### config.mk
export PLATFORM = sky130hd
export DESIGN_NAME = lru_age_repl
export DESIGN_NICKNAME = d
export VERILOG_FILES = /design/src/rtl/lru_age_pkg.sv /design/src/rtl/lru_victim_pick.sv /design/src/rtl/lru_age_update.sv /design/src/rtl/lru_age_store.sv /design/src/rtl/lru_age_repl.sv
export SDC_FILE = /design/constraint.sdc
export NUM_CORES = 1
export LEC_CHECK = 0
export ABC_AREA = 1
export BUFFER_PORTS_ARGS = -buffer_cell sky130_fd_sc_hd__buf_2
export CORE_ASPECT_RATIO = 0.7
export CORE_MARGIN = 2
export CORE_UTILIZATION = 60
export CTS_CLUSTER_DIAMETER = 40
export CTS_CLUSTER_SIZE = 24
export DETAILED_ROUTE_END_ITERATION = 7
export HOLD_SLACK_MARGIN = 0.02
export PLACE_DENSITY = 0.81
export SYNTH_ARGS = -nofsm -noshare
export SYNTH_HDL_FRONTEND = slang
export SYNTH_HIERARCHICAL = 1
export SYNTH_SLANG_ARGS = --single-unit
### constraint.sdc
create_clock -name clk -period 4.9 [get_ports clk]
set_input_delay 0.49 -clock clk [delete_from_list [all_inputs] [get_ports clk]]
set_output_delay 0.49 -clock clk [all_outputs]
set_load 0.05 [all_outputs]
### src/rtl/lru_age_pkg.sv
package lru_age_pkg;

  typedef enum logic [2:0] {
    ACT_NONE,
    ACT_HIT,
    ACT_FILL,
    ACT_FILL_FAIL,
    ACT_INV
  } act_e;

  // Invalidate wins, then hit, then fill.
  function automatic act_e decode_act(input logic hit, input logic fill,
                                      input logic fail, input logic inv);
    if (inv)  return ACT_INV;
    if (hit)  return ACT_HIT;
    if (fill) return fail ? ACT_FILL_FAIL : ACT_FILL;
    return ACT_NONE;
  endfunction

endpackage

### src/rtl/lru_victim_pick.sv
module lru_victim_pick #(
  parameter int WAYS  = 4,
  parameter int AGE_W = 2,
  localparam int WAY_W = (WAYS > 1) ? $clog2(WAYS) : 1
) (
  input  logic [WAYS*AGE_W-1:0] ages,
  output logic [WAY_W-1:0]      victim
);
  logic [AGE_W-1:0] best;

  // Strict compare keeps the lowest index on ties.
  always_comb begin
    best   = ages[0 +: AGE_W];
    victim = '0;
    for (int w = 1; w < WAYS; w++) begin
      if (ages[w*AGE_W +: AGE_W] < best) begin
        best   = ages[w*AGE_W +: AGE_W];
        victim = WAY_W'(w);
      end
    end
  end
endmodule

### src/rtl/lru_age_update.sv
module lru_age_update
  import lru_age_pkg::*;
#(
  parameter int WAYS  = 4,
  parameter int AGE_W = 2,
  parameter int AGE_STATES = 3,
  localparam int WAY_W = (WAYS > 1) ? $clog2(WAYS) : 1
) (
  input  logic [WAYS*AGE_W-1:0] cur_ages,
  input  act_e                  act,
  input  logic [WAY_W-1:0]      hit_way,
  input  logic [WAY_W-1:0]      inv_way,
  input  logic [WAY_W-1:0]      victim,
  output logic [WAYS*AGE_W-1:0] nxt_ages
);
  localparam logic [AGE_W-1:0] AGE_TOP = AGE_W'(AGE_STATES - 1);

  logic [AGE_W-1:0] hit_age;
  assign hit_age = cur_ages[hit_way*AGE_W +: AGE_W];

  for (genvar g = 0; g < WAYS; g++) begin : g_way
    localparam logic [WAY_W-1:0] IDX = WAY_W'(g);
    logic [AGE_W-1:0] age_q;
    logic [AGE_W-1:0] age_d;
    assign age_q = cur_ages[g*AGE_W +: AGE_W];

    always_comb begin
      age_d = age_q;
      unique case (act)
        ACT_INV: begin
          if (inv_way == IDX) age_d = '0;
        end
        ACT_HIT: begin
          if (hit_way == IDX)        age_d = AGE_TOP;
          else if (age_q > hit_age)  age_d = age_q - 1'b1;
        end
        ACT_FILL: begin
          if (victim == IDX)         age_d = AGE_TOP;
          else if (age_q != '0)      age_d = age_q - 1'b1;
        end
        ACT_FILL_FAIL: begin
          if (victim == IDX)         age_d = '0;
        end
        default: age_d = age_q;
      endcase
    end

    assign nxt_ages[g*AGE_W +: AGE_W] = age_d;
  end
endmodule

### src/rtl/lru_age_store.sv
module lru_age_store #(
  parameter int SETS  = 16,
  parameter int WORD_W = 8,
  localparam int SET_W = (SETS > 1) ? $clog2(SETS) : 1
) (
  input  logic              clk,
  input  logic              rst_n,
  input  logic [SET_W-1:0]  set_sel,
  input  logic              wr_en,
  input  logic [WORD_W-1:0] wr_word,
  output logic [WORD_W-1:0] rd_word
);
  logic [WORD_W-1:0] mem [SETS];

  assign rd_word = mem[set_sel];

  always_ff @(posedge clk) begin
    if (!rst_n) begin
      for (int s = 0; s < SETS; s++) mem[s] <= '0;
    end else if (wr_en) begin
      mem[set_sel] <= wr_word;
    end
  end
endmodule

### src/rtl/lru_age_repl.sv
module lru_age_repl
  import lru_age_pkg::*;
#(
  parameter int NUM_SETS   = 16,
  parameter int NUM_WAYS   = 4,
  parameter int AGE_STATES = 3,
  localparam int SET_W = (NUM_SETS > 1) ? $clog2(NUM_SETS) : 1,
  localparam int WAY_W = (NUM_WAYS > 1) ? $clog2(NUM_WAYS) : 1,
  localparam int AGE_W = (AGE_STATES > 2) ? 2 : 1
) (
  input  logic                      clk,
  input  logic                      rst_n,
  input  logic [SET_W-1:0]          set_idx,
  input  logic                      hit_en,
  input  logic [WAY_W-1:0]          hit_way,
  input  logic                      fill_en,
  input  logic                      fill_fail,
  input  logic                      inv_en,
  input  logic [WAY_W-1:0]          inv_way,
  output logic [WAY_W-1:0]          victim_way,
  output logic [NUM_WAYS*AGE_W-1:0] ages_out
);
  if (AGE_STATES < 2 || AGE_STATES > 4) begin : g_bad_states
    $error("AGE_STATES must lie between 2 and 4");
  end

  act_e                      act;
  logic [NUM_WAYS*AGE_W-1:0] cur_ages;
  logic [NUM_WAYS*AGE_W-1:0] nxt_ages;
  logic [WAY_W-1:0]          victim;

  assign act = decode_act(hit_en, fill_en, fill_fail, inv_en);

  lru_age_store #(
    .SETS   (NUM_SETS),
    .WORD_W (NUM_WAYS*AGE_W)
  ) u_store (
    .clk     (clk),
    .rst_n   (rst_n),
    .set_sel (set_idx),
    .wr_en   (act != ACT_NONE),
    .wr_word (nxt_ages),
    .rd_word (cur_ages)
  );

  lru_victim_pick #(
    .WAYS  (NUM_WAYS),
    .AGE_W (AGE_W)
  ) u_pick (
    .ages   (cur_ages),
    .victim (victim)
  );

  lru_age_update #(
    .WAYS       (NUM_WAYS),
    .AGE_W      (AGE_W),
    .AGE_STATES (AGE_STATES)
  ) u_upd (
    .cur_ages (cur_ages),
    .act      (act),
    .hit_way  (hit_way),
    .inv_way  (inv_way),
    .victim   (victim),
    .nxt_ages (nxt_ages)
  );

  assign victim_way = victim;
  assign ages_out   = nxt_ages;
endmodule

==> results of run 1 <==
synth_stat cells:
library cell  number
ha_1              21
nor2_1           162
nor3_2             4
nand2_2            7
buf_1              4
edfxtp_1         128
nand2_1          448
a21oi_2            1
a21oi_1           11
nor3_1             1
o221ai_1           1
inv_1             60
o21ai_1            1
clkbuf_1          19
nor2_2             1
buf_2             12
inv_2              7
inv_16             1
clkinv_2           1
o211ai_1           1
nand3_2            1
a22oi_1            1
clkinv_1           1
nand3_1           34
nor2_4             1
path summary, 6_finish.rpt:
kind	start	slack, ps	cells past startpoint	to
max	set_idx[0]	440	32	ages_out[3]
min	rst_n	830	2	u_store/mem[13][4]
max reg2reg	u_store/mem[1][1]	1020	26	u_store/mem[12][1]
min reg2reg	u_store/mem[14][5]	1480	14	u_store/mem[12][5]
report_power, final:
group | total (mW) | switching, mW | leakage (nW) | internal, mW
Combinational | 0.603 | 0.458 | 2.19 | 0.145
Clock | 1.17 | 0.483 | 0.248 | 0.689
Sequential | 1.26 | 0.0126 | 1.32 | 1.25
worst register-to-register path, stage by stage, from the launching register on:
cell      delay (ps)
edfxtp_1         370
nand2_1          110
nand2_1           60
nand2_1           60
nand2_1           70
nand2_1           60
nand2_1           60
inv_1             60
nand2_1          170
ha_1             290
ha_1             410
inv_16            80
nand2_2           60
nand2_2           80
nand2_1           60
nand3_1           60
nand2_1           50
nand2_1           70
nand2_1          140
nor2_1           240
nor2_1            80
nor2_1           150
nand3_1           90
nand2_1           70
nand2_1           80
inv_1            470
nor2_1           140
logic make-up (layout without fill, tap and decap cells):
| logic type | Yosys count | count (layout) | share of synthesized area (%) |
|---|---|---|---|
| and+or+nand+nor | 659 | 659 | 35.8 |
| DFF | 128 | 128 | 53.4 |
| buffers and inverters | 105 | 141 | 5.92 |
| adders and majority gates | 21 | 21 | 3.65 |
| AOI/OAI and AO/OA | 16 | 16 | 1.29 |
metal layers:
metal,GRT usage [%],vias up,routed length (um)
li1,-,2970,-
met1,45.6,2907,8280
met2,45.7,329,8400
met3,8.13,44,1970
met4,11.5,0,397
met5,0,-,0
cells in the final DEF (no fill, tap or decap):
master,n
nor3_2,4
a21oi_2,1
nor2_1,162
clkbuf_16,17
clkinv_2,4
nand3_2,1
buf_12,1
a21oi_1,11
nand3_1,34
clkinvlp_4,7
inv_1,60
inv_2,7
o211ai_1,1
ha_1,21
buf_2,23
nor2_4,1
clkinv_1,3
nor2_2,1
o21ai_1,1
a22oi_1,1
bufinv_16,1
buf_4,15
nand2_2,7
nand2_1,448
edfxtp_1,128
o221ai_1,1
nor3_1,1
clkinv_4,2
inv_16,1
layout make-up:
class | count | area share, %
clock buffers | 17 | 5.29
repair buffers | 39 | 3.08
multi-input cells | 696 | 36.4
flip-flops and latches | 128 | 47.8
inverters | 70 | 3.48
clock inverters | 15 | 1.52
well taps | 157 | 2.44
metrics by stage:
stage / cells / setup slack [ps] / cell area, sq um
2_1_floorplan: 929 / 252 / 7200
3_3_place_gp: 1090 / 592 / 7500
3_5_place_dp: 1090 / 412 / 7500
4_1_cts: 1122 / 525 / 8050
5_1_grt: 1122 / 68.0 / 8050
6_report: 1122 / 442 / 8050
==> flow_summary.yaml, run 1 <==
cells_and_area:
  layout-drive-gt1-share_pct: 9.64
  largest_reg_flops: 128
  area.growth.synth_to_final_pct: 11.7
  layout.nets: 987
  seq_area_sq_um: 3840
  multi_input_area_sq_um: 2930
  finalCoreUtilization_pct: 68.6
  diodes: 0
  top_register: "u_store/mem"
  top_regs: "u_store/mem (128)"
  final.fill_count: 966
yosys:
  synth_area_leader_cell: "edfxtp_1"
  synth.cell_area_sq_um: 7200
  netlist_instances: 929
  yosys_warnings: 6
  synth_cell_types: 25
  syn-num-nets: 964
  syn_avg_cell_area_sq_um: 7.75
  synth_area_leaders: "edfxtp_1, nand2_1, nor2_1, ha_1, inv_1"
  ys_seq_area_share_pct: 53.4
  synth.top_cell.area_share_pct: 53.4
  ys_ff_latch: 128
drt:
  ant_nets: 0
  first_iter_violations: 963
  first_pass_iters: 6
  routed_via_density: 5.57
  wl_per_cell_um: 17.0
  wl_um: 19000
  num_vias: 6250
  drc_errors: 0
job:
  maxCapViolCount: 0
critical_path:
  max_stage_delay_ps: 320
  cpMostUsedCell: "nand2_1"
  cp.buffers_inverters: 7
  crit_arrival_ps: 3970
  crit_path_top_delay_cell: "buf_4"
  crit_type: "input pin to primary output"
  critPathTopFamily: "simple AND/OR/NAND/NOR gates"
  cp-end-kind: "primary output"
  crit_path_max_fanout: 32
  cp-start-kind: "input pin"
  worstPathRequired_ps: 4410
grt:
  grt-ovfl-total: 0
  grt_max_degree: 41
  track_usage_pct: 31.4
  grt_first_pass_wirelength_um: 29600
  grt_pass1_vias: 5647
  antenna_found_initial: 0
power:
  power.total_mw: 3.04
  vdd_ir_drop_max_v: 0.000269
  leakage_nw: 3.76
  power_density_nw_per_um2: 378
floorplan:
  io_pins: 24
  coreArea_sq_um: 11700
  initial_core_util_pct: 61.4
  die_w_um: 135
  rows: 33
  die_h_um: 95.7
  dieArea_sq_um: 12900
clock_tree:
  postCtsSetupBuffers: 0
  numClockSinks: 128
  htree_levels: 4
  cts.reportedPaths.clkPinSlew_ps: 60
  cts_tree: "done"
  numCtsBuffers: 17
  cts-root-buf: "clkbuf_16"
  clkLatencyLatePin_ps: 420
  cts_resized: 0
  clk_path_buf_depth: 2
  cts-hold-fix-buffers: 0
timing:
  rsz0062_at_grt: "false"
  fmax_mhz: 224
  worstMarginPinSlew_ps: 785
  setup_viol: 0
  finalMaxSlewViolations: 0
  fin_crit_sh_pct: 91.0
  max-slew-margin-rel_pct: 47.6
  worst_hold_slack_ps: 835
  layout_min_cycle_time_ps: 4460
  fin_setup_tns_ps: 0
  skew_ps: 7.55
  final_hold_viol_count: 0
run_status:
  status: "completed"
min_path:
  hold_class: "input pin to register"
placement:
  place.gp.congestion: 0.975
  port_buffers: 23
  dp_hpwl_um: 12500
Note: power is estimated with default switching activity, not from simulation.
==> run 2: changes to the inputs <==
Settings changed: HOLD_SLACK_MARGIN 0.02 to 0.05, SYNTH_HIERARCHICAL 1 to not set.
==> flow_summary.yaml, run 2 <==
run_status:
  status: "completed"
timing:
  skew_ps: 5.42
  worstMarginPinSlew_ps: 836
  finalMaxSlewViolations: 0
  rsz0062_at_grt: "false"
  max-slew-margin-rel_pct: 44.1
  final_hold_viol_count: 0
  layout_min_cycle_time_ps: 4670
  setup_viol: 0
  fin_ws_ps: 234
  fin_setup_tns_ps: 0
  worst_hold_slack_ps: 836
  fin_crit_sh_pct: 95.2
  fmax_mhz: 214
clock_tree:
  clkLatencyLatePin_ps: 420
  numCtsBuffers: 17
  postCtsSetupBuffers: 0
  cts.reportedPaths.clkPinSlew_ps: 50
  cts-root-buf: "clkbuf_16"
  clk_path_buf_depth: 2
  htree_levels: 4
  numClockSinks: 128
  cts_tree: "done"
critical_path:
  cpMostUsedCell: "nand2_1"
  cp-startpoint: "set_idx[0]"
  rrSetupSlack_ps: 1200
  r2r_cells: 23
  crit_path_top_delay_cell: "buf_2"
  critical_path.endpoint: "ages_out[1]"
  crit_arrival_ps: 4180
  cp-start-kind: "input pin"
  r2r-start: "u_store.mem[2][2]"
  worstPathRequired_ps: 4410
  crit_path_max_fanout: 20
  max_stage_delay_ps: 420
  r2r_end: "u_store.mem[4][1]"
  cp-end-kind: "primary output"
  crit_type: "input pin to primary output"
power:
  power_density_nw_per_um2: 402
  power.total_mw: 3.13
  p_seq_share_pct: 40.6
  leakage_nw: 3.48
  vdd_ir_drop_max_v: 0.000312
  p_comb_share_pct: 19.7
  p_int_mw: 2.19
  pwr-share-clk_pct: 39.7
  switching_share_pct: 30.0
  switchingPower_mw: 0.938
yosys:
  synth_area_leaders: "edfxtp_1, nand2_1, nor2_1, inv_1, a22oi_1"
  syn-num-nets: 796
  ys_ff_latch: 128
  synth.top_cell.area_share_pct: 55.2
  yosys-top-cells-count: "nand2_1, nor2_1, edfxtp_1, inv_1, a22oi_1"
  syn_avg_cell_area_sq_um: 9.15
  async_flop_share_pct: 0
  netlist_instances: 761
  synth_most_common_cell: "nand2_1"
  synth.cell_area_sq_um: 6960
  synth_area_leader_cell: "edfxtp_1"
  synth-edff-count: 128
  yosys_warnings: 0
  synth_cell_types: 33
  synth_flop_cell: "edfxtp_1"
  ys_seq_area_share_pct: 55.2
cells_and_area:
  instances_no_fill: 960
  largest_reg_flops: 128
  design_area_sq_um: 7800
  seq_area_sq_um: 3840
  area.growth.synth_to_final_pct: 12.0
  top_regs: "u_store.mem (128)"
  diodes: 0
  layout.nets: 831
  final_cell_mix: "nand2_1, nor2_1, edfxtp_1"
  top_register: "u_store.mem"
  finalCoreUtilization_pct: 69.8
  multi_input_area_sq_um: 2550
  layout-drive-gt1-share_pct: 15.4
  final_common_cell: "nand2_1"
  final.fill_count: 851
floorplan:
  coreArea_sq_um: 11200
  die_h_um: 94.1
  rows: 32
  io_pins: 24
  die_w_um: 133
  dieArea_sq_um: 12500
  initial_core_util_pct: 62.3
drt:
  wl_um: 19700
  first_pass_iters: 6
  num_vias: 5724
  first_iter_violations: 846
  ant_nets: 0
  drc_errors: 0
  wl_per_cell_um: 20.5
  routed_via_density: 5.96
placement:
  placedCellCount: 930
  place_area_sq_um: 7200
  port_buffers: 23
  place.gp.congestion: 1.03
  dp_hpwl_um: 13800
  pre_cts_slack_ps: 122
min_path:
  hold_class: "input pin to register"
job:
  maxCapViolCount: 0
grt:
  antenna_found_initial: 1
  grt-ovfl-total: 0
  grt_pass1_vias: 5347
  grt_first_pass_wirelength_um: 30000
  track_usage_pct: 33.1
  grt_max_degree: 22
==> run 2: changes by cell type after synthesis, sizes merged, moves of 3 or more <==
| cell | before | now |
|---|---|---|
| a21oi | 12 | 15 |
| a22oi | 1 | 41 |
| buf | 16 | 20 |
| clkbuf | 19 | 2 |
| inv | 68 | 108 |
| nand2 | 455 | 222 |
| nand3 | 35 | 15 |
| nand4 | 0 | 7 |
| nor2 | 164 | 145 |
| nor3 | 5 | 1 |
| o21ai | 1 | 18 |
| o22ai | 0 | 9 |
==> run 2: worst max-delay path, delay by kind of cell <==
kind	cells	cell delay, ps
AO/OA/AOI/OAI	5	1010
adder cells (fa/ha/maj)	1	310
buffers and inverters	8	1270
AND/OR/NAND/NOR	12	1070
==> run 2: logic make-up after synthesis <==
kind of cell	after synthesis	share of synthesized area, %
AOI/OAI and AO/OA	89	8.73
xor gates and xnor gates	2	0.252
adders and majority gates	21	3.77
buffers and inverters	131	8.46
DFF	128	55.2
and+or+nand+nor	390	23.6
==> run 2: cell type report <==
cell class	count	share of cell area, %
Clock inverter	13	1.89
Sequential cell	128	49.3
Inverter	109	5.25
Tap cell	153	2.46
Clock buffer	17	5.46
Timing Repair Buffer	38	2.92
Multi-Input combinational cell	502	32.7
==> run 2: repair_timing <==
action | 4_1_cts | 5_1_grt
setup endpoints to repair | 0 | 7
hold endpoints to repair | 0 | 0
hold buffers | 0 | 0
resized for setup | 0 | 4
==> run 2: worst min path at each step <==
stage                     startpoint            endpoint  slack, ps  cells after the start
after floorplan           set_idx[3]  u_store.mem[10][6]        930                      4
after global placement    set_idx[2]  u_store.mem[13][6]       1190                      5
after detailed placement  set_idx[2]  u_store.mem[12][6]       1210                      5
after CTS                 set_idx[2]  u_store.mem[13][6]        790                      5
after global routing      set_idx[3]  u_store.mem[11][6]        860                      5
final                     set_idx[2]  u_store.mem[13][6]        840                      5
==> run 2: per-layer routing <==
| layer | track usage, % | vias up | share of wire, % |
|---|---|---|---|
| met5 | 0 | - | 0.041 |
| met4 | 11.5 | 2 | 2.2 |
| met3 | 10.0 | 41 | 16 |
| met2 | 46.8 | 396 | 42 |
| met1 | 48.3 | 2712 | 40 |
| li1 | - | 2573 | - |
==> run 2: power by group through the flow <==
stage | clock network, mW | registers, mW | logic [mW]
after detailed placement | 0 | 1.29 | 0.591
after global placement | 0 | 1.29 | 0.578
after CTS | 1.24 | 1.27 | 0.595
after floorplan | 0 | 1.28 | 0.431
after global routing | 1.29 | 1.27 | 0.659
final | 1.24 | 1.27 | 0.616
==> run 3: changes to the inputs <==
--- a/constraint.sdc
+++ b/constraint.sdc
@@ -3,2 +3,2 @@
 set_output_delay 0.49 -clock clk [all_outputs]
-set_load 0.05 [all_outputs]
+set_load 0.1 [all_outputs]
==> flow_summary.yaml, run 3 (same netlist as run 2, synthesis figures left out) <==
critical_path:
  cp-end-kind: "primary output"
  cp-start-kind: "input pin"
  crit_arrival_ps: 4110
  crit_path_max_fanout: 16
  crit_type: "input pin to primary output"
  worstPathRequired_ps: 4410
placement:
  place.gp.congestion: 1.06
  pre_cts_slack_ps: 16.8
  dp_hpwl_um: 14100
  place_area_sq_um: 7310
  port_buffers: 23
  placedCellCount: 932
cells_and_area:
  area.growth.synth_to_final_pct: 14.6
  multi_input_area_sq_um: 2550
  largest_reg_flops: 128
  top_regs: "u_store.mem (128)"
  seq_area_sq_um: 3840
  diodes: 0
  layout.nets: 834
  design_area_sq_um: 7980
  layout-drive-gt1-share_pct: 15.6
  instances_no_fill: 965
  final_common_cell: "nand2_1"
  top_register: "u_store.mem"
  finalCoreUtilization_pct: 71.4
  final.fill_count: 816
  final_cell_mix: "nand2_1, nor2_1, edfxtp_1"
clock_tree:
  numClockSinks: 128
  cts-root-buf: "clkbuf_16"
  cts_tree: "done"
  clkLatencyLatePin_ps: 410
  clk_path_buf_depth: 2
  cts.reportedPaths.clkPinSlew_ps: 60
  numCtsBuffers: 17
  htree_levels: 4
  cts-hold-fix-buffers: 0
floorplan:
  dieArea_sq_um: 12500
  io_pins: 24
  die_w_um: 133
  initial_core_util_pct: 62.3
  rows: 32
  coreArea_sq_um: 11200
  die_h_um: 94.1
job:
  maxCapViolCount: 0
drt:
  first_iter_violations: 867
  ant_nets: 0
  drc_errors: 0
  routed_via_density: 5.95
  first_pass_iters: 6
  num_vias: 5738
  wl_um: 19500
  wl_per_cell_um: 20.2
grt:
  grt_max_degree: 22
  grt_first_pass_wirelength_um: 29900
  grt-ovfl-total: 0
  track_usage_pct: 32.8
  antenna_found_initial: 0
  grt_pass1_vias: 5423
timing:
  layout_min_cycle_time_ps: 4600
  setup_viol: 0
  worstMarginPinSlew_ps: 815
  skew_ps: 6.29
  fmax_mhz: 218
  finalMaxSlewViolations: 0
  final_hold_viol_count: 0
  worst_hold_slack_ps: 799
  fin_ws_ps: 305
  fin_setup_tns_ps: 0
  rsz0062_at_grt: "false"
  fin_crit_sh_pct: 93.8
  max-slew-margin-rel_pct: 45.5
min_path:
  hold_class: "input pin to register"
power:
  vdd_ir_drop_max_v: 0.000358
  leakage_nw: 3.55
  power.total_mw: 3.39
  power_density_nw_per_um2: 424
run_status:
  status: "completed"
==> run 3: changes by cell type in the layout (fill, tap and decap cells not counted), moves of 2 or more <==
| cell | previous run | this run |
|---|---|---|
| o21ai_1 | 0 | 3 |
| o21ai_0 | 17 | 14 |
| buf_2 | 23 | 15 |
| clkinv_2 | 4 | 0 |
| clkinv_4 | 0 | 4 |
| bufinv_16 | 3 | 5 |
| buf_4 | 15 | 17 |
| buf_12 | 0 | 6 |
| clkbuf_4 | 0 | 2 |
==> run 3: worst max-delay path, stage by stage <==
cell	delay (ps)
clkbuf_4	270
inv_2	70
buf_4	210
nand2_1	80
nand2_1	60
nand2_1	130
nand2_1	80
nand2_1	60
nand2_1	80
nor2_4	230
inv_1	150
a22oi_1	220
o221ai_1	270
ha_1	350
inv_1	40
o21ai_0	340
inv_1	120
nand2_1	70
nand2_1	50
a21oi_1	120
nand2_1	70
a21oi_1	110
nand2_1	100
nand2_4	100
inv_2	50
buf_12	160
==> run 3: final cells by class <==
| class | count | area share, % |
|---|---|---|
| clock buffers | 18 | 5.38 |
| well taps | 153 | 2.40 |
| inverters | 109 | 5.13 |
| clock inverters | 14 | 2.70 |
| multi-input cells | 503 | 32.0 |
| flip-flops and latches | 128 | 48.2 |
| repair buffers | 40 | 4.23 |
==> run 3: where the power goes <==
group	internal (mW)	leakage (nW)	switching (mW)	total, mW
clock	0.901	0.301	0.473	1.37
combinational	0.199	1.92	0.543	0.742
sequential	1.25	1.33	0.0169	1.27
total	2.35	3.55	1.03	3.39
==> run 3: layer usage <==
layer  track usage [%]  up-vias  routed length, um
li1                  -     2579                  -
met1              46.9     2737               7940
met2              48.8      387               8500
met3              9.71       35               2660
met4              9.32        0                403
met5                 0        -                  0
==> run 3: what timing repair did <==
item / 4_1_cts / 5_1_grt
setup buffers: 0 / 0
gates resized for setup: 1 / 6
gates cloned: 0 / 1
setup endpoints to repair: 1 / 6
endpoints found under the hold margin: 0 / 0
pin swaps: 0 / 1
==> run 3: final timing paths <==
path	from	endpoint	slack [ps]	cells past startpoint
worst max register to register	u_store.mem[3][2]	u_store.mem[4][1]	1090	23
worst min-delay path	set_idx[3]	u_store.mem[8][6]	800	5
worst min register to register	u_store.mem[6][6]	u_store.mem[8][6]	1390	9
worst max-delay path	set_idx[0]	ages_out[1]	300	26
